`config.mk`:
```
export PLATFORM = sky130hd
export DESIGN_NAME = miss_svc
export DESIGN_NICKNAME = d
export VERILOG_FILES = /design/src/rtl/miss_svc_pkg.sv /design/src/rtl/miss_decode.sv /design/src/rtl/line_buf.sv /design/src/rtl/miss_svc.sv
export SDC_FILE = /design/constraint.sdc
export NUM_CORES = 1
export LEC_CHECK = 0
export BUFFER_PORTS_ARGS = -buffer_cell sky130_fd_sc_hd__buf_2
export CAP_MARGIN = 40
export CORE_UTILIZATION = 44
export DETAILED_ROUTE_END_ITERATION = 6
export PLACE_DENSITY = 0.69
export SYNTH_ARGS = -nofsm -noshare
export SYNTH_HDL_FRONTEND = slang
export SYNTH_HIERARCHICAL = 1
export SYNTH_SLANG_ARGS = --single-unit
```
`constraint.sdc`:
```
create_clock -name clk -period 6.97 [get_ports clk]
set_clock_uncertainty 0.15 [all_clocks]
set_input_delay 0.3485 -clock clk [delete_from_list [all_inputs] [get_ports clk]]
set_output_delay 0.3485 -clock clk [all_outputs]
set_load 0.02 [all_outputs]
```
`src/rtl/miss_svc_pkg.sv`:
```
package miss_svc_pkg;

    typedef enum logic [1:0] {
        PATH_CACHE_LINE = 2'd0,
        PATH_WORD_RD    = 2'd1,
        PATH_BUF_LINE   = 2'd2,
        PATH_WORD_WR    = 2'd3
    } path_e;

    typedef enum logic [1:0] {
        ST_IDLE  = 2'd0,
        ST_ISSUE = 2'd1,
        ST_BEATS = 2'd2
    } fsm_e;

    localparam logic [1:0] KIND_RD_WORD = 2'd0;
    localparam logic [1:0] KIND_RD_LINE = 2'd1;
    localparam logic [1:0] KIND_WR_WORD = 2'd2;

endpackage

```
`src/rtl/miss_decode.sv`:
```
module miss_decode
    import miss_svc_pkg::*;
(
    input  logic  is_write,
    input  logic  cacheable,
    input  logic  guarded,
    input  logic  load_noalloc,
    input  logic  load_as_line,
    input  logic  store_noalloc,
    output path_e path
);

    always_comb begin
        if (is_write) begin
            path = (cacheable && !store_noalloc) ? PATH_CACHE_LINE : PATH_WORD_WR;
        end else if (cacheable && !load_noalloc) begin
            path = PATH_CACHE_LINE;
        end else if (load_as_line && !guarded) begin
            path = PATH_BUF_LINE;
        end else begin
            path = PATH_WORD_RD;
        end
    end

endmodule

```
`src/rtl/line_buf.sv`:
```
module line_buf #(
    parameter int DATA_W     = 32,
    parameter int LINE_WORDS = 8,
    parameter int TAG_W      = 27,
    localparam int IDX_W     = $clog2(LINE_WORDS)
) (
    input  logic              clk,
    input  logic              rst_n,
    input  logic [TAG_W-1:0]  look_tag,
    input  logic [IDX_W-1:0]  look_idx,
    output logic              hit,
    output logic [DATA_W-1:0] rd_data,
    input  logic              fill_start,
    input  logic [TAG_W-1:0]  fill_tag,
    input  logic              wr_en,
    input  logic [IDX_W-1:0]  wr_idx,
    input  logic [DATA_W-1:0] wr_data,
    input  logic              fill_done,
    input  logic              sync_kill,
    input  logic              inv_valid,
    input  logic [TAG_W-1:0]  inv_tag,
    input  logic              st_valid,
    input  logic [TAG_W-1:0]  st_tag
);

    logic                           valid_q;
    logic                           filling_q;
    logic                           doomed_q;
    logic [TAG_W-1:0]               tag_q;
    logic [LINE_WORDS-1:0][DATA_W-1:0] words_q;
    logic                           kill_now;

    assign kill_now = sync_kill
                    || (inv_valid && inv_tag == tag_q)
                    || (st_valid && st_tag == tag_q);

    always_ff @(posedge clk or negedge rst_n) begin
        if (!rst_n) begin
            valid_q   <= 1'b0;
            filling_q <= 1'b0;
            doomed_q  <= 1'b0;
            tag_q     <= '0;
        end else if (fill_start) begin
            valid_q   <= 1'b0;
            filling_q <= 1'b1;
            doomed_q  <= 1'b0;
            tag_q     <= fill_tag;
        end else begin
            if (kill_now) begin
                valid_q <= 1'b0;
            end
            if (filling_q && kill_now) begin
                doomed_q <= 1'b1;
            end
            if (fill_done) begin
                filling_q <= 1'b0;
                valid_q   <= !(doomed_q || kill_now);
            end
        end
    end

    always_ff @(posedge clk) begin
        if (wr_en) begin
            words_q[wr_idx] <= wr_data;
        end
    end

    assign hit     = valid_q && (look_tag == tag_q) && !kill_now;
    assign rd_data = words_q[look_idx];

    a_r7_sync_clears: assert property (@(posedge clk) disable iff (!rst_n)
        sync_kill |=> !valid_q);

    a_r5_store_clears: assert property (@(posedge clk) disable iff (!rst_n)
        (st_valid && st_tag == tag_q) |=> !valid_q);

    a_r6_inv_clears: assert property (@(posedge clk) disable iff (!rst_n)
        (inv_valid && inv_tag == tag_q) |=> !valid_q);

    a_r3_valid_from_fill: assert property (@(posedge clk) disable iff (!rst_n)
        $rose(valid_q) |-> $past(fill_done));

endmodule

```
`src/rtl/miss_svc.sv`:
```
module miss_svc
    import miss_svc_pkg::*;
#(
    parameter int ADDR_W     = 32,
    parameter int DATA_W     = 32,
    parameter int LINE_WORDS = 8,
    localparam int IDX_W     = $clog2(LINE_WORDS),
    localparam int BYTE_OFS  = $clog2(DATA_W / 8),
    localparam int LINE_OFS  = BYTE_OFS + IDX_W,
    localparam int TAG_W     = ADDR_W - LINE_OFS
) (
    input  logic              clk,
    input  logic              rst_n,
    input  logic              req_valid,
    input  logic              req_write,
    input  logic [ADDR_W-1:0] req_addr,
    input  logic [DATA_W-1:0] req_wdata,
    input  logic              req_cacheable,
    input  logic              req_guarded,
    input  logic              cfg_load_noalloc,
    input  logic              cfg_load_as_line,
    input  logic              cfg_store_noalloc,
    input  logic              inv_valid,
    input  logic [ADDR_W-1:0] inv_addr,
    input  logic              sync_strobe,
    output logic              req_busy,
    output logic              rsp_valid,
    output logic [DATA_W-1:0] rsp_rdata,
    output logic              ext_req_valid,
    input  logic              ext_req_ready,
    output logic [1:0]        ext_req_kind,
    output logic [ADDR_W-1:0] ext_req_addr,
    output logic [DATA_W-1:0] ext_req_wdata,
    input  logic              ext_rsp_valid,
    input  logic [DATA_W-1:0] ext_rsp_data,
    output logic              cfill_valid,
    output logic [IDX_W-1:0]  cfill_idx,
    output logic [DATA_W-1:0] cfill_data
);

    fsm_e              state_q;
    path_e             dec_path;
    path_e             path_q;
    logic [ADDR_W-1:0] addr_q;
    logic [DATA_W-1:0] wdata_q;
    logic [IDX_W-1:0]  beat_q;
    logic              write_q;

    logic              accept;
    logic              buf_hit;
    logic              hit_use;
    logic              start_ext;
    logic              fill_start;
    logic              beat_ok;
    logic              is_line_q;
    logic              last_beat;
    logic [DATA_W-1:0] buf_word;

    miss_decode u_decode (
        .is_write      (req_write),
        .cacheable     (req_cacheable),
        .guarded       (req_guarded),
        .load_noalloc  (cfg_load_noalloc),
        .load_as_line  (cfg_load_as_line),
        .store_noalloc (cfg_store_noalloc),
        .path          (dec_path)
    );

    assign accept     = req_valid && (state_q == ST_IDLE);
    assign hit_use    = accept && !req_write && !req_guarded && buf_hit;
    assign start_ext  = accept && !hit_use;
    assign fill_start = start_ext && (dec_path == PATH_BUF_LINE);
    assign is_line_q  = (path_q == PATH_CACHE_LINE) || (path_q == PATH_BUF_LINE);
    assign beat_ok    = (state_q == ST_BEATS) && ext_rsp_valid;
    assign last_beat  = beat_ok && (!is_line_q || beat_q == IDX_W'(LINE_WORDS - 1));

    line_buf #(
        .DATA_W     (DATA_W),
        .LINE_WORDS (LINE_WORDS),
        .TAG_W      (TAG_W)
    ) u_buf (
        .clk        (clk),
        .rst_n      (rst_n),
        .look_tag   (req_addr[ADDR_W-1:LINE_OFS]),
        .look_idx   (req_addr[LINE_OFS-1:BYTE_OFS]),
        .hit        (buf_hit),
        .rd_data    (buf_word),
        .fill_start (fill_start),
        .fill_tag   (req_addr[ADDR_W-1:LINE_OFS]),
        .wr_en      (beat_ok && path_q == PATH_BUF_LINE),
        .wr_idx     (beat_q),
        .wr_data    (ext_rsp_data),
        .fill_done  (last_beat && path_q == PATH_BUF_LINE),
        .sync_kill  (sync_strobe),
        .inv_valid  (inv_valid),
        .inv_tag    (inv_addr[ADDR_W-1:LINE_OFS]),
        .st_valid   (accept && req_write),
        .st_tag     (req_addr[ADDR_W-1:LINE_OFS])
    );

    // State register and transaction context
    always_ff @(posedge clk or negedge rst_n) begin
        if (!rst_n) begin
            state_q <= ST_IDLE;
            path_q  <= PATH_WORD_RD;
            addr_q  <= '0;
            wdata_q <= '0;
            beat_q  <= '0;
            write_q <= 1'b0;
        end else begin
            unique case (state_q)
                ST_IDLE: begin
                    if (start_ext) begin
                        state_q <= ST_ISSUE;
                        path_q  <= dec_path;
                        addr_q  <= req_addr;
                        wdata_q <= req_wdata;
                        write_q <= req_write;
                        beat_q  <= '0;
                    end
                end
                ST_ISSUE: begin
                    if (ext_req_ready) begin
                        state_q <= ST_BEATS;
                    end
                end
                ST_BEATS: begin
                    if (beat_ok) begin
                        beat_q <= beat_q + 1'b1;
                        if (last_beat) begin
                            state_q <= ST_IDLE;
                        end
                    end
                end
                default: state_q <= ST_IDLE;
            endcase
        end
    end

    // Response outputs
    always_ff @(posedge clk or negedge rst_n) begin
        if (!rst_n) begin
            rsp_valid <= 1'b0;
            rsp_rdata <= '0;
        end else begin
            rsp_valid <= 1'b0;
            if (hit_use) begin
                rsp_valid <= 1'b1;
                rsp_rdata <= buf_word;
            end else if (beat_ok) begin
                if (!write_q && (!is_line_q || beat_q == addr_q[LINE_OFS-1:BYTE_OFS])) begin
                    rsp_valid <= 1'b1;
                    rsp_rdata <= ext_rsp_data;
                end else if (write_q && last_beat) begin
                    rsp_valid <= 1'b1;
                    rsp_rdata <= '0;
                end
            end
        end
    end

    assign req_busy      = (state_q != ST_IDLE);
    assign ext_req_valid = (state_q == ST_ISSUE);
    assign ext_req_kind  = is_line_q ? KIND_RD_LINE
                         : (path_q == PATH_WORD_WR) ? KIND_WR_WORD : KIND_RD_WORD;
    assign ext_req_addr  = is_line_q ? {addr_q[ADDR_W-1:LINE_OFS], {LINE_OFS{1'b0}}}
                                     : {addr_q[ADDR_W-1:BYTE_OFS], {BYTE_OFS{1'b0}}};
    assign ext_req_wdata = wdata_q;
    assign cfill_valid   = beat_ok && (path_q == PATH_CACHE_LINE);
    assign cfill_idx     = beat_q;
    assign cfill_data    = ext_rsp_data;

    a_r11_hold_req: assert property (@(posedge clk) disable iff (!rst_n)
        (ext_req_valid && !ext_req_ready) |=>
            (ext_req_valid && $stable(ext_req_addr) && $stable(ext_req_kind)));

    a_r11_busy_cover: assert property (@(posedge clk) disable iff (!rst_n)
        ext_req_valid |-> req_busy);

    a_r12_idle_quiet: assert property (@(posedge clk) disable iff (!rst_n)
        !req_busy |-> (!ext_req_valid && !cfill_valid));

    a_r2_word_one_beat: assert property (@(posedge clk) disable iff (!rst_n)
        (beat_ok && ext_req_kind != KIND_RD_LINE) |=> !req_busy);

    a_r4_hit_no_ext: assert property (@(posedge clk) disable iff (!rst_n)
        hit_use |=> (!ext_req_valid && rsp_valid));

endmodule

```
After elaboration in Yosys (flattened, before gate mapping):

Index checks and enable logic that the tools add are counted.

* equality and inequality tests: 13
* add/subtract/negate cells: 1
* reduce and logical (&&, ||, !) cells: 51
* order comparisons: 3
* multiplexer cells: 35

Operators by type and width (count)
* $bwmux 256: 1
* $mux 32: 6
* $bmux 32 s3: 1
* $demux 32 s3: 1
* $eq 27x27->1: 2
* $logic_and 1x1->1: 23
* $mux 2: 10
* $mux 1: 11
* $reduce_bool 2->1: 5
* $logic_not 1->1: 9
* $eq 2x2->1 const B: 4
* $lt 3x4->1 const B: 2
* $logic_or 1x1->1: 6
* $mux 3: 2
* $ne 2x2->1 const B: 3
* $pmux 2 s3: 1
* $pmux 3 s2: 1
* $reduce_bool 3->1: 2
* $mux 5: 1
* $logic_not 2->1: 2
* $reduce_and 2->1: 2
* $reduce_and 4->1: 1
* $add 3x1->3 const B: 1
* $eq 3x3->1: 1
* 5 further kinds: 5

* output and inout bits: 137
* register bits: 391
* word-level logic and storage cells: 123
* bits of input ports: 141

Depth between registers and ports, before layout:

Gate-level depths: netlist (run 1).

* word-level depth: 12
* depth in mapped cells: 14
* depth with buffers taken out: 11

Hierarchy:

The synthesis (run 1) kept the hierarchy.

Modules (own cells, without submodules)
* line_buf: instances 1, cells an instance 561, sequential area each 8438.1 µm², area an instance 11629.9 µm²
* miss_svc: instances 1, cells an instance 561, sequential area each 2578.7 µm², area an instance 5177.5 µm²
* miss_decode: instances 1, cells an instance 5, sequential area each 0.0 µm², area an instance 36.3 µm²

Worst setup path after synthesis (run 1):

Ideal clock, no wire load.

* path type: register to register
* from: register state_q[1]
* to: register u_buf/words_q[32] (netlist bit) (enable)
* path buffers: 0
* cell stages (with the launch flop): 6
* period minus slack after synthesis: 4138 ps
* path slack: 2832 ps
* data required time: 6359 ps
* setup time: 461 ps
* arrival: 3527 ps
* cell sequence: dfrtp_1 > nor2b_1 > nand2_1 > nor3b_1 > nand2_1 > nor3_1

* cells in the longest elaborated chain, start to end: 3

RTL lines
* start, declared: line miss_svc.sv:41 `fsm_e state_q;`
* start signal, assigned: line miss_svc.sv:104 `state_q <= ST_IDLE;`
* start signal, assigned: line miss_svc.sv:114 `state_q <= ST_ISSUE;`
* start signal, assigned: line miss_svc.sv:124 `state_q <= ST_BEATS;`
* $eq 2x2->1: line miss_svc.sv:74 `assign beat_ok = (state_q == ST_BEATS) && ext_rsp_valid;`
* $logic_and 1x1->1: line miss_svc.sv:74
* $logic_and 1x1->1: line miss_svc.sv:90 `.wr_en (beat_ok && path_q == PATH_BUF_LINE),`
* end signal, assigned by index: line line_buf.sv:64 `words_q[wr_idx] <= wr_data;`
* end, declared: line line_buf.sv:30 `logic [LINE_WORDS-1:0][DATA_W-1:0] words_q;`

Every way passes these cells.
A chain may end at the register's enable or synchronous reset.

Worst setup path in the final report (run 1):

* from: register state_q[1]
* to: register rsp_rdata[31]

* cells in the longest elaborated chain, start to end: 10
* elaborated cells between the ends (all ways): 18
* classes of those cells: eq/ne (1); mux (1); reduce/logical (16)

RTL lines
* $logic_not 2->1 *: line miss_svc.sv:69 `assign accept = req_valid && (state_q == ST_IDLE);`
* $logic_and 1x1->1 *: line miss_svc.sv:69
* $logic_and 1x1->1 *: line miss_svc.sv:97 `.st_valid (accept && req_write),`
* $logic_and 1x1->1 *: line line_buf.sv:35 `|| (st_valid && st_tag == tag_q);`
* $logic_or 1x1->1 *: line line_buf.sv:35
* $logic_not 1->1 *: line line_buf.sv:68 `assign hit = valid_q && (look_tag == tag_q) && !kill_now;`
* $logic_and 1x1->1 *: line line_buf.sv:68
* net buf_hit: line miss_svc.sv:50 `logic buf_hit;`
* $logic_and 1x1->1 *: line miss_svc.sv:70 `assign hit_use = accept && !req_write && !req_guarded && buf_hit;`
* $reduce_bool 3->1 (no line) or $reduce_bool 2->1 (tied branches)
* $reduce_and 2->1 (no line)
* end signal, assigned: line miss_svc.sv:149 `rsp_rdata <= buf_word;`
* end signal, assigned: line miss_svc.sv:153 `rsp_rdata <= ext_rsp_data;`
* end, declared: line miss_svc.sv:28 `output logic [DATA_W-1:0] rsp_rdata,`

Mark *: on every way through the listed nets, which the timed path passes. The rest lies on a longest branch.

==> results of run 1 <==
[kinds of logic (layout without fill, tap and decap cells)]
kind of cell    count (synthesis)  count (layout)  synth area share
fa+ha+maj                       2               2           0.00149
xor+xnor                       84              84            0.0437
mux                           157             157             0.148
buf+inv                       156             508            0.0512
other cells                     1               5          0.000223
simple gates                  287             287            0.0750
compound gates                 51              51            0.0261
flops                         389             389             0.654
[final cells by class]
| type | count | share of cell area |
|---|---|---|
| sequential | 389 | 0.527 |
| multi-input combinational | 583 | 0.241 |
| timing repair buffer | 391 | 0.125 |
| clock buffer | 63 | 0.0589 |
| tap | 511 | 0.0306 |
| clock inverter | 15 | 0.00982 |
| inverter | 39 | 0.00701 |
| antenna | 3 | 0.000359 |
[metal layers]
metal  track usage  vias up  share of wire
met5             0        -              0
met4        0.0623        0          0.020
met3        0.0348       62          0.067
met2         0.344      402           0.49
met1         0.294     5307           0.42
li1              -     4705              -
[worst max-delay path by stage]
stage | from | endpoint | cells past startpoint | slack (ns)
after floorplan | state_q[1] | u_buf/words_q[32] | 5 | 2.83
after global placement | state_q[1] | rsp_rdata[31] | 13 | 2.64
after detailed placement | state_q[1] | rsp_rdata[31] | 13 | 2.62
after CTS | state_q[1] | rsp_rdata[31] | 13 | 2.60
after global routing | state_q[1] | rsp_rdata[0] | 13 | 2.44
final | state_q[1] | rsp_rdata[31] | 13 | 2.62
[per-stage QoR]
stage	util	area, um2
3_3_place_gp	0.487	18400
4_1_cts	0.555	20900
6_report	0.555	20900
5_1_grt	0.555	20900
3_5_place_dp	0.491	18500
2_1_floorplan	-	16800
[cells in the final DEF (no fill, tap or decap), drive strengths merged, types with 39 or more instances in the layout]
master | Yosys | routed
dlygate4sd3 | 0 | 96
xor2 | 39 | 39
dfrtp | 132 | 132
mux2 | 91 | 91
xnor2 | 45 | 45
inv | 39 | 42
clkbuf | 32 | 63
nand2 | 195 | 195
edfxtp | 256 | 256
buf | 85 | 295
mux4 | 64 | 64
[synthesized netlist by cell type (all sizes together)]
cell type,instances,share of area
mux2i,2,0.0012
dfstp,1,0.0016
xnor2,45,0.023
a22oi,1,0.00045
nor4,11,0.0041
o21ai,6,0.0018
or2,1,0.00037
nand2b,5,0.0019
or4,2,0.00089
o41ai,33,0.018
nor3,4,0.0012
nor3b,4,0.0027
a2bb2oi,1,0.00052
nor2,8,0.0018
a21o,2,0.00089
nand4,13,0.0048
xor2,39,0.020
dfrtp,132,0.20
mux4,64,0.086
a21oi,1,0.00030
nor2b,3,0.0011
a31oi,1,0.0013
ha,2,0.0015
inv,39,0.0087
o31a,2,0.0011
nand2,195,0.043
o22ai,1,0.00074
a22o,1,0.00052
conb,1,0.00022
o211ai,2,0.00089
clkbuf,32,0.0071
edfxtp,256,0.46
and2,7,0.0026
buf,85,0.035
mux2,91,0.062
nand3,34,0.010
[registers in the layout (all words and copies together), names as in the netlist]
name,count
addr_q,30
cfill_idx,3
ext_req_wdata,32
path_q,2
rsp_rdata,32
rsp_valid,1
state_q,2
u_buf/doomed_q,1
u_buf/filling_q,1
u_buf/tag_q,27
u_buf/valid_q,1
u_buf/words_q,256
write_q,1
[power breakdown]
part | switching [uW] | internal, uW | total, uW
clock | 916 | 1350 | 2260
sequential | 298 | 2810 | 3110
combinational | 1120 | 734 | 1860
total | 2340 | 4890 | 7230
[worst max-delay path, cell delays in order (launching register included)]
cell and delay (ns):
dfrtp_1 0.42, nor3b_4 0.19, buf_4 0.47, and2_1 0.24, nand4_1 0.09, or4_1 0.53, o22ai_2 0.22, nor3_1 0.08
nor3b_4 0.15, buf_4 0.29, and2_1 0.27, buf_4 0.29, o41ai_1 0.61, mux2_2 0.26
==> run metrics, run 1 <==
RSZ-0062 raised after global routing=false; PD cells=approximately 350 nW/um2; clock sink count=a little under 400; vias in the first global route=roughly 11,000; Netlist cell types=between 40 and 50; share of layout cells above drive strength 1=0.345; final hold viol count=0; crit path max fanout=36; H-tree depth=2; Initial DRC Count=689; vias=10,500; num rows=around 70; Post-DRT Antenna Nets=0; hold slack=0.0309 ns; Slew HR=0.502; initial antenna violation count=0; Max-Cap Viols=0; Root Buffer=clkbuf_16; outcome=completed; largest net degree at the start of global routing=67; area of the die=39,100 um2; r2r startpoint=state_q[1]; clk slew on worst S/H paths=0.06 ns; cts bufs inserted=42; Synth Instances=~1,100; register area=between 10,000 and 15,000 um2; P&R area growth vs syn=24.1%; Worst Tran Pin Value=about 0.74 ns; number of gates resized after CTS=0; clock tree buffer depth=3; hold depth=3; Residual DRC=0; area of the multi-input gates=slightly above 5000 um2; register area share after synthesis=0.654; die height=198 um; Initial Util=0.447; placed insts=around 1,800; endpoints failing setup=0; fin crit share=0.625; Achievable Freq=around 230 MHz; post-DP HPWL=between 20,000 and 25,000 um; synthesized area per cell=14.9 um2; global-route wire length before repair=slightly above 60,000 um; Setup CP Type=reg2reg; worst hold path class=in2reg; crit path launch type=flip-flop; GPL Wtd Cong=between 0.8 and 0.9; VDD IR max=roughly 0.00025 V; P_leak=roughly 0.0085 uW; Buffers on Ports=~270; crit path capture type=flip-flop; CP required=between 7 and 8 ns; hold buffers post-CTS=96; min cycle time layout=4.35 ns; Final nets=around 1,600; final std cells w/o fill=approximately 2,000; r2r endpoint=rsp_rdata[31]; worst skew pair latency=~0.56 ns; Total GRT Usage=0.212; Setup Fix Bufs, Post-CTS=0; worst slack, placed=2.62 ns; remaining global-route overflow=0; CTS tree=yes; Placeable Area=approximately 38,000 um2; Power, Total=between 7000 and 8000 uW; final wirelength=roughly 41,000 um; Ys Warns=6; Filler cells=approximately 3,000; PnR worst setup slack=2.62 ns; Post-Syn Area=16,800 um2; Reg2Reg Depth=13; Via density=approximately 5.3; worst path arrival time=approximately 4.7 ns; drt pass-1 iters=5; Chip Width=just under 200 um; IO Pins=around 280; routed len/inst=just over 20 um; Fin Setup TNS=0 ns; Seq cells post-synth=~400; R2R setup slack=~2.6 ns; WHS Endpoint=addr_q[4]; Final Slew Violations=0; Worst Hold Launch=req_addr[4]
Power figures use the tool's default switching activity.
==> run 2, diff against run 1 <==
- ABC_AREA: unset -> 1
- PLACE_DENSITY: 0.69 -> 0.71
- clock period: 6.97 -> 3.67 ns (I/O delays scaled with it)
==> run 2 against run 1 <==
Worst setup slack got worse by 1.9 ns. Area after synthesis up 4.9%. Core utilization down 1.5 points. Total power is 94% higher. Via count up 33%. Clock power rose by 78%. Highest routed layer unchanged. Die area rose by 4.8%. Sequential power is 90% higher. Flip-flop and latch count did not move. Combinational power grew 120%. Critical path depth rose by 4.
==> run metrics, run 2 <==
Synth Flop Type=edfxtp_1 (unchanged); Setup Fix Bufs, Post-CTS=0 (unchanged); share of the synthesized area in the top cell type=0.435 (was 0.456); Root Buffer=clkbuf_16 (unchanged); Slew HR=0.462 (was 0.502); Final Slew Violations=0 (unchanged); Design Area, Final=21,400 um2 (was 20,900 um2); worst path arrival time=3.23 ns (was 4.71 ns); outcome=completed (unchanged); Post-DRT Antenna Nets=0 (unchanged); synthesized area per cell=9.49 um2 (was 14.9 um2); post-synth top area cell=edfxtp_1 (unchanged); vias=14,000 (was 10,500); Chip Width=202 um (was 198 um); Initial DRC Count=1,138 (was 689); clk slew on worst S/H paths=0.06 ns (about the same); clock sink count=389 (unchanged); Setup CP Type=reg2reg (unchanged); Via density=5.16 (was 5.25); VDD IR max=0.000339 V (was 0.000246 V); worst hold path class=in2reg (unchanged); PD cells=654 nW/um2 (was 346 nW/um2); Diodes inserted=0 (was 3); Placeable Area=39,600 um2 (was 37,700 um2); cts bufs inserted=41 (was 42); most frequent cells in the layout=nand2_1, nor2_1, buf_2, edfxtp_1, o21ai_0 (was buf_2, edfxtp_1, nand2_1, dfrtp_1, dlygate4sd3_1); final wirelength=47,300 um (was 40,800 um); vias in the first global route=13,400 (was 10,800); Ys Warns=6 (unchanged); top-count cell post-synth=nand2_1 (was edfxtp_1); fin crit share=0.792 (was 0.625); crit path capture type=flip-flop (unchanged); Post-synth EDFFs=256 (unchanged); Worst Tran Pin Value=0.807 ns (was 0.742 ns); area of the die=41,000 um2 (was 39,100 um2); most common cell after layout, fill and taps aside=nand2_1 (was buf_2); Post-Syn Area=17,700 um2 (was 16,800 um2); critical path's top delay family=simple AND/OR/NAND/NOR gates (unchanged); max FFs per register=256 (unchanged); routed len/inst=17.5 um (was 20.5 um); crit path cell chain=inv_1 > nand3_2 > nor2_1 > a21boi_1 > nand2_1 > nor2_1 > nand2_1 > nor2_1 > nand2_1 > nand3_2 > nor2_1 > nand2_1 > nand2_2 > inv_2 > buf_4 > nand2_1 > nand2_1 (was nor3b_4 > buf_4 > and2_1 > nand4_1 > or4_1 > o22ai_2 > nor3_1 > nor3b_4 > buf_4 > and2_1 > buf_4 > o41ai_1 > mux2_2); GPL Wtd Cong=0.867 (was 0.819); P&R area growth vs syn=21.1% (was 24.1%); Final nets=2,295 (was 1,589); register area share after synthesis=0.624 (was 0.654); Netlist cell types=41 (was 45); buffers plus inverters on the worst setup path=3 (unchanged); CP peak stage delay=0.58 ns (was 0.61 ns); slowest CP cell=buf_4 (was o41ai_1); worst skew pair latency=0.56 ns (about the same); largest net degree at the start of global routing=130 (was 67); Achievable Freq=344 MHz (was 230 MHz); Top cell by count, worst path=nand2_1 (was buf_4); crit path launch type=flip-flop (unchanged); fin util=0.540 (was 0.555); IO Pins=278 (unchanged); Power, Total=14,000 uW (was 7230 uW); Largest Register=u_buf/words_q (unchanged); number of gates resized after CTS=0 (unchanged); drt pass-1 iters=5 (unchanged); top area cells in the synthesized netlist=edfxtp_1, dfrtp_1, nand2_1 (was edfxtp_1, dfrtp_1, mux4_2); Post-synth ARST share=0.342 (unchanged); die height=202 um (was 198 um); Placed Instance Area=19,100 um2 (was 18,500 um2); share of layout cells above drive strength 1=0.179 (was 0.345); min cycle time layout=2.91 ns (was 4.35 ns); crit path max fanout=68 (was 36); Residual DRC=0 (unchanged); CTS tree=yes (unchanged); Post-synth top cells=nand2_1, nor2_1, edfxtp_1 (was edfxtp_1, nand2_1, dfrtp_1); hold buffers post-CTS=100 (was 96); Seq cells post-synth=389 (unchanged); endpoints failing setup=0 (unchanged); RSZ-0062 raised after global routing=false (unchanged); CP required=3.99 ns (was 7.32 ns); H-tree depth=2 (unchanged); hold slack=0.0375 ns (was 0.0309 ns); Initial Util=0.446 (was 0.447); Total GRT Usage=0.227 (was 0.212); num rows=73 (was 71); initial antenna violation count=0 (unchanged); R2R setup slack=0.76 ns (was 2.62 ns); P_leak=0.00951 uW (was 0.00849 uW); final hold viol count=0 (unchanged); Max-Cap Viols=0 (unchanged); post-DP HPWL=27,700 um (was 24,100 um); global-route wire length before repair=72,300 um (was 62,300 um); remaining global-route overflow=0 (unchanged); clock tree buffer depth=3 (unchanged); Buffers on Ports=268 (unchanged); Synth Instances=1,862 (was 1,127); Fin Setup TNS=0 ns (unchanged)
==> run 2: cell types whose count changed after synthesis, sizes merged, moves of 32 or more <==
cell   delta
nand2   +322
nor2    +287
o21ai   +163
inv      +99
mux2     -91
mux4     -64
nand3    +44
o22ai    +39
xor2     -35
o41ai    -33
buf      +32
==> run 2: path summary, 6_finish.rpt <==
check	endpoint	startpoint	cells after the start
max	ext_req_wdata[7]	state_q[1]	17
min	path_q[0]	cfg_store_noalloc	5
max in group asynchronous	u_buf/tag_q[26]	rst_n	4
min reg2reg	addr_q[6]	addr_q[6]	2
max reg2reg	ext_req_wdata[7]	state_q[1]	17
min in group asynchronous	addr_q[29]	rst_n	3
==> run 2: worst reg2reg max path: stages, from the launching register on <==
cell and delay [ns]:
dfrtp_1 0.40, inv_1 0.09, nand3_2 0.11, nor2_1 0.16
a21boi_1 0.18, nand2_1 0.06, nor2_1 0.10, nand2_1 0.06
nor2_1 0.08, nand2_1 0.06, nand3_2 0.09, nor2_1 0.05
nand2_1 0.14, nand2_2 0.13, inv_2 0.07, buf_4 0.58
nand2_1 0.19, nand2_1 0.12
==> run 2: cell families after synthesis <==
| logic type | after synthesis | share of synthesized area |
|---|---|---|
| compound gates | 253 | 0.0794 |
| xor+xnor | 23 | 0.0114 |
| fa+ha+maj | 2 | 0.00142 |
| buf+inv | 290 | 0.0824 |
| flops | 389 | 0.624 |
| other cells | 1 | 0.000212 |
| simple gates | 904 | 0.202 |
==> run 2: per-stage QoR <==
stage	setup WS, ns	cells
finish	0.764	2707
global route	0.440	2707
global placement	0.869	2532
floorplan	0.653	1863
detailed placement	0.791	2533
CTS	0.791	2706
==> run 2: layout make-up <==
type	count	area (um2)
repair buffers	397	2660
clock inverters	17	159
inverters	139	522
multi-input cells	1184	5240
fillers	3434	18200
well taps	525	657
clock buffers	56	1140
flip-flops and latches	389	11000
==> run 2: power by group <==
part,leakage [uW],switching (uW),internal (uW)
sequential,0.00397,489,5410
combinational,0.00489,2770,1310
clock,0.000642,1690,2330
==> run 2: per-layer routing <==
metal	track usage	vias up	wire (um)
met1	0.294	6636	19400
met4	0.0975	0	1820
li1	-	6634	-
met5	0	-	0
met2	0.379	580	22800
met3	0.0331	117	3170
==> run 3, diff against run 2 <==
- ABC_AREA: 1 -> 0
- PLACE_DENSITY: 0.71 -> 0.69
- clock period: 3.67 -> 2.86 ns (I/O delays scaled with it)
==> run 3 against run 2 <==
Hold slack worse by 0.032 ns. The flow now finishes with violations (setup timing). Flip-flop and latch count is the same. Design area up 4.8%. Via count fell by 23%. Clock power increased by 44%. Largest cell class unchanged. Final cell count decreased by 23%. Global-route usage down 0.76 points.
==> run metrics, run 3 (synthesis gave the netlist of run 1 again) <==
GPL Wtd Cong=0.868 (was 0.867); Root Buffer=clkbuf_16 (unchanged); r2r endpoint=u_buf/tag_q[6] (was ext_req_wdata[7]); PnR worst setup slack=-0.189 ns (was 0.764 ns); CTS tree=yes (unchanged); outcome=finished, violations left (was completed); clk slew on worst S/H paths=0.05 ns (was 0.06 ns); largest net degree at the start of global routing=70 (was 130); most common cell after layout, fill and taps aside=buf_2 (was nand2_1); Post-DRT Antenna Nets=0 (unchanged); R2R setup slack=-0.19 ns (was 0.76 ns); area of the die=39,100 um2 (was 41,000 um2); CP startpoint=u_buf/tag_q[22] (was state_q[1]); Buffers on Ports=268 (unchanged); Worst Hold Launch=req_write (was cfg_store_noalloc); drt pass-1 iters=5 (unchanged); crit path capture type=flip-flop (unchanged); PD cells=849 nW/um2 (was 654 nW/um2); cts bufs inserted=42 (was 41); hold depth=4 (was 5); routed len/inst=21.3 um (was 17.5 um); hold slack=0.00583 ns (was 0.0375 ns); Final nets=1,674 (was 2,295); RSZ-0062 raised after global routing=true (was false); Reg2Reg Depth=11 (was 17); die height=198 um (was 202 um); worst skew pair latency=0.56 ns (about the same); share of layout cells above drive strength 1=0.402 (was 0.179); Via density=5.18 (was 5.16); global-route wire length before repair=64,300 um (was 72,300 um); clock sink count=389 (unchanged); vias in the first global route=10,900 (was 13,400); Final Slew Violations=0 (unchanged); Placeable Area=37,700 um2 (was 39,600 um2); post-DP HPWL=25,500 um (was 27,700 um); worst hold path class=in2reg (unchanged); min cycle time layout=3.05 ns (was 2.91 ns); Initial DRC Count=697 (was 1,138); H-tree depth=2 (unchanged); P&R area growth vs syn=33.2% (was 21.1%); vias=10,800 (was 14,000); most frequent cells in the layout=buf_2, edfxtp_1, nand2_1, dfrtp_1, dlygate4sd3_1 (was nand2_1, nor2_1, buf_2, edfxtp_1, o21ai_0); worst slack, placed=-0.272 ns (was 0.791 ns); CP required=3.12 ns (was 3.99 ns); P_leak=0.00930 uW (was 0.00951 uW); Fin Setup TNS=-10.82 ns (was 0 ns); fin crit share=1.07 (was 0.792); crit path launch type=flip-flop (unchanged); VDD IR max=0.000501 V (was 0.000339 V); Largest Register=u_buf/words_q (unchanged); max FFs per register=256 (unchanged); WHS Endpoint=write_q (was path_q[0]); r2r startpoint=u_buf/tag_q[22] (was state_q[1]); Total GRT Usage=0.219 (was 0.227); final hold viol count=0 (unchanged); failing checks=setup timing; endpoints failing setup=122 (was 0); num rows=71 (was 73); IO Pins=278 (unchanged); Residual DRC=0 (unchanged); clock tree buffer depth=3 (unchanged); Max-Cap Viols=0 (unchanged); remaining global-route overflow=0 (unchanged); Chip Width=198 um (was 202 um); Filler cells=2,850 (was 3,434); crit path max fanout=14 (was 68); Achievable Freq=328 MHz (was 344 MHz); final wirelength=44,300 um (was 47,300 um); Worst Tran Pin Value=0.671 ns (was 0.807 ns); Setup CP Type=reg2reg (unchanged); Initial Util=0.447 (was 0.446); initial antenna violation count=3 (was 0); Slew HR=0.553 (was 0.462); worst path arrival time=3.31 ns (was 3.23 ns)
[run 3: cell count changes in the layout (fill, tap and decap cells not counted), moves of 29 or more]
cell	previous run	this run
o21ai_0	137	4
o21ai_1	30	1
mux4_2	0	64
buf_4	23	59
nand2_1	514	195
mux2_2	0	44
a31oi_1	32	0
inv_1	126	38
nor2_1	283	2
nand3_1	75	33
xor2_1	4	39
mux2_4	0	47
o22ai_1	40	0
[run 3: report_power, final]
part | total [uW] | switching, uW | internal, uW
combinational | 5700 | 3120 | 2580
clock | 5800 | 2200 | 3590
sequential | 7560 | 705 | 6850
[run 3: final cells by class]
cell class | instances | area [um2] | area share
inverter | 39 | 146 | 0.00653
tap | 511 | 639 | 0.0285
multi-input combinational | 583 | 5350 | 0.238
sequential | 389 | 11000 | 0.491
timing repair buffer | 476 | 3770 | 0.168
clock inverter | 19 | 328 | 0.0146
clock buffer | 59 | 1170 | 0.0520
antenna | 3 | 7.51 | 0.000335
[run 3: what timing repair did]
item,CTS,global route
cloned,3,13
pin swaps,7,5
endpoints found under the setup margin,130,132
resized for setup,36,31
hold buffers,100,0
buffers inserted,6,6
hold endpoints to repair,464,0
[run 3: worst max path at each step]
stage | slack, ns | endpoint
2_1_floorplan | -0.48 | u_buf/tag_q[0]
3_3_place_gp | -0.19 | ext_req_wdata[24]
3_5_place_dp | -0.27 | rsp_rdata[13]
4_1_cts | -0.15 | u_buf/tag_q[13]
5_1_grt | -0.31 | u_buf/tag_q[23]
6_report | -0.19 | u_buf/tag_q[6]
[run 3: worst max-delay path, stage by stage (launching register included)]
cell and delay (ns):
dfrtp_1 0.45, xnor2_2 0.21, nand4_1 0.14, or4_4 0.55
o22ai_4 0.20, nor3_2 0.06, nor3b_4 0.16, nand2b_4 0.15
nor3b_4 0.19, buf_6 0.15, buf_12 0.15, mux2_2 0.34
[run 3: metal layers]
layer | GRT usage | share of wire | up-vias
met5 | 0 | 0 | -
met4 | 0.0749 | 0.030 | 0
met3 | 0.0374 | 0.053 | 75
met2 | 0.353 | 0.48 | 348
met1 | 0.302 | 0.44 | 5478
li1 | - | - | 4876
[run 3: stage by stage]
| stage | cells | power (uW) | utilization | cell area [um2] |
|---|---|---|---|---|
| 3_5_place_dp | 1871 | 12600 | 0.509 | 19200 |
| 6_report | 2079 | 19100 | 0.595 | 22400 |
| 3_3_place_gp | 1871 | 12500 | 0.509 | 19200 |
| 2_1_floorplan | 1128 | 10900 | - | 17100 |
| 5_1_grt | 2078 | 19900 | 0.595 | 22400 |
| 4_1_cts | 2057 | 18700 | 0.583 | 21900 |
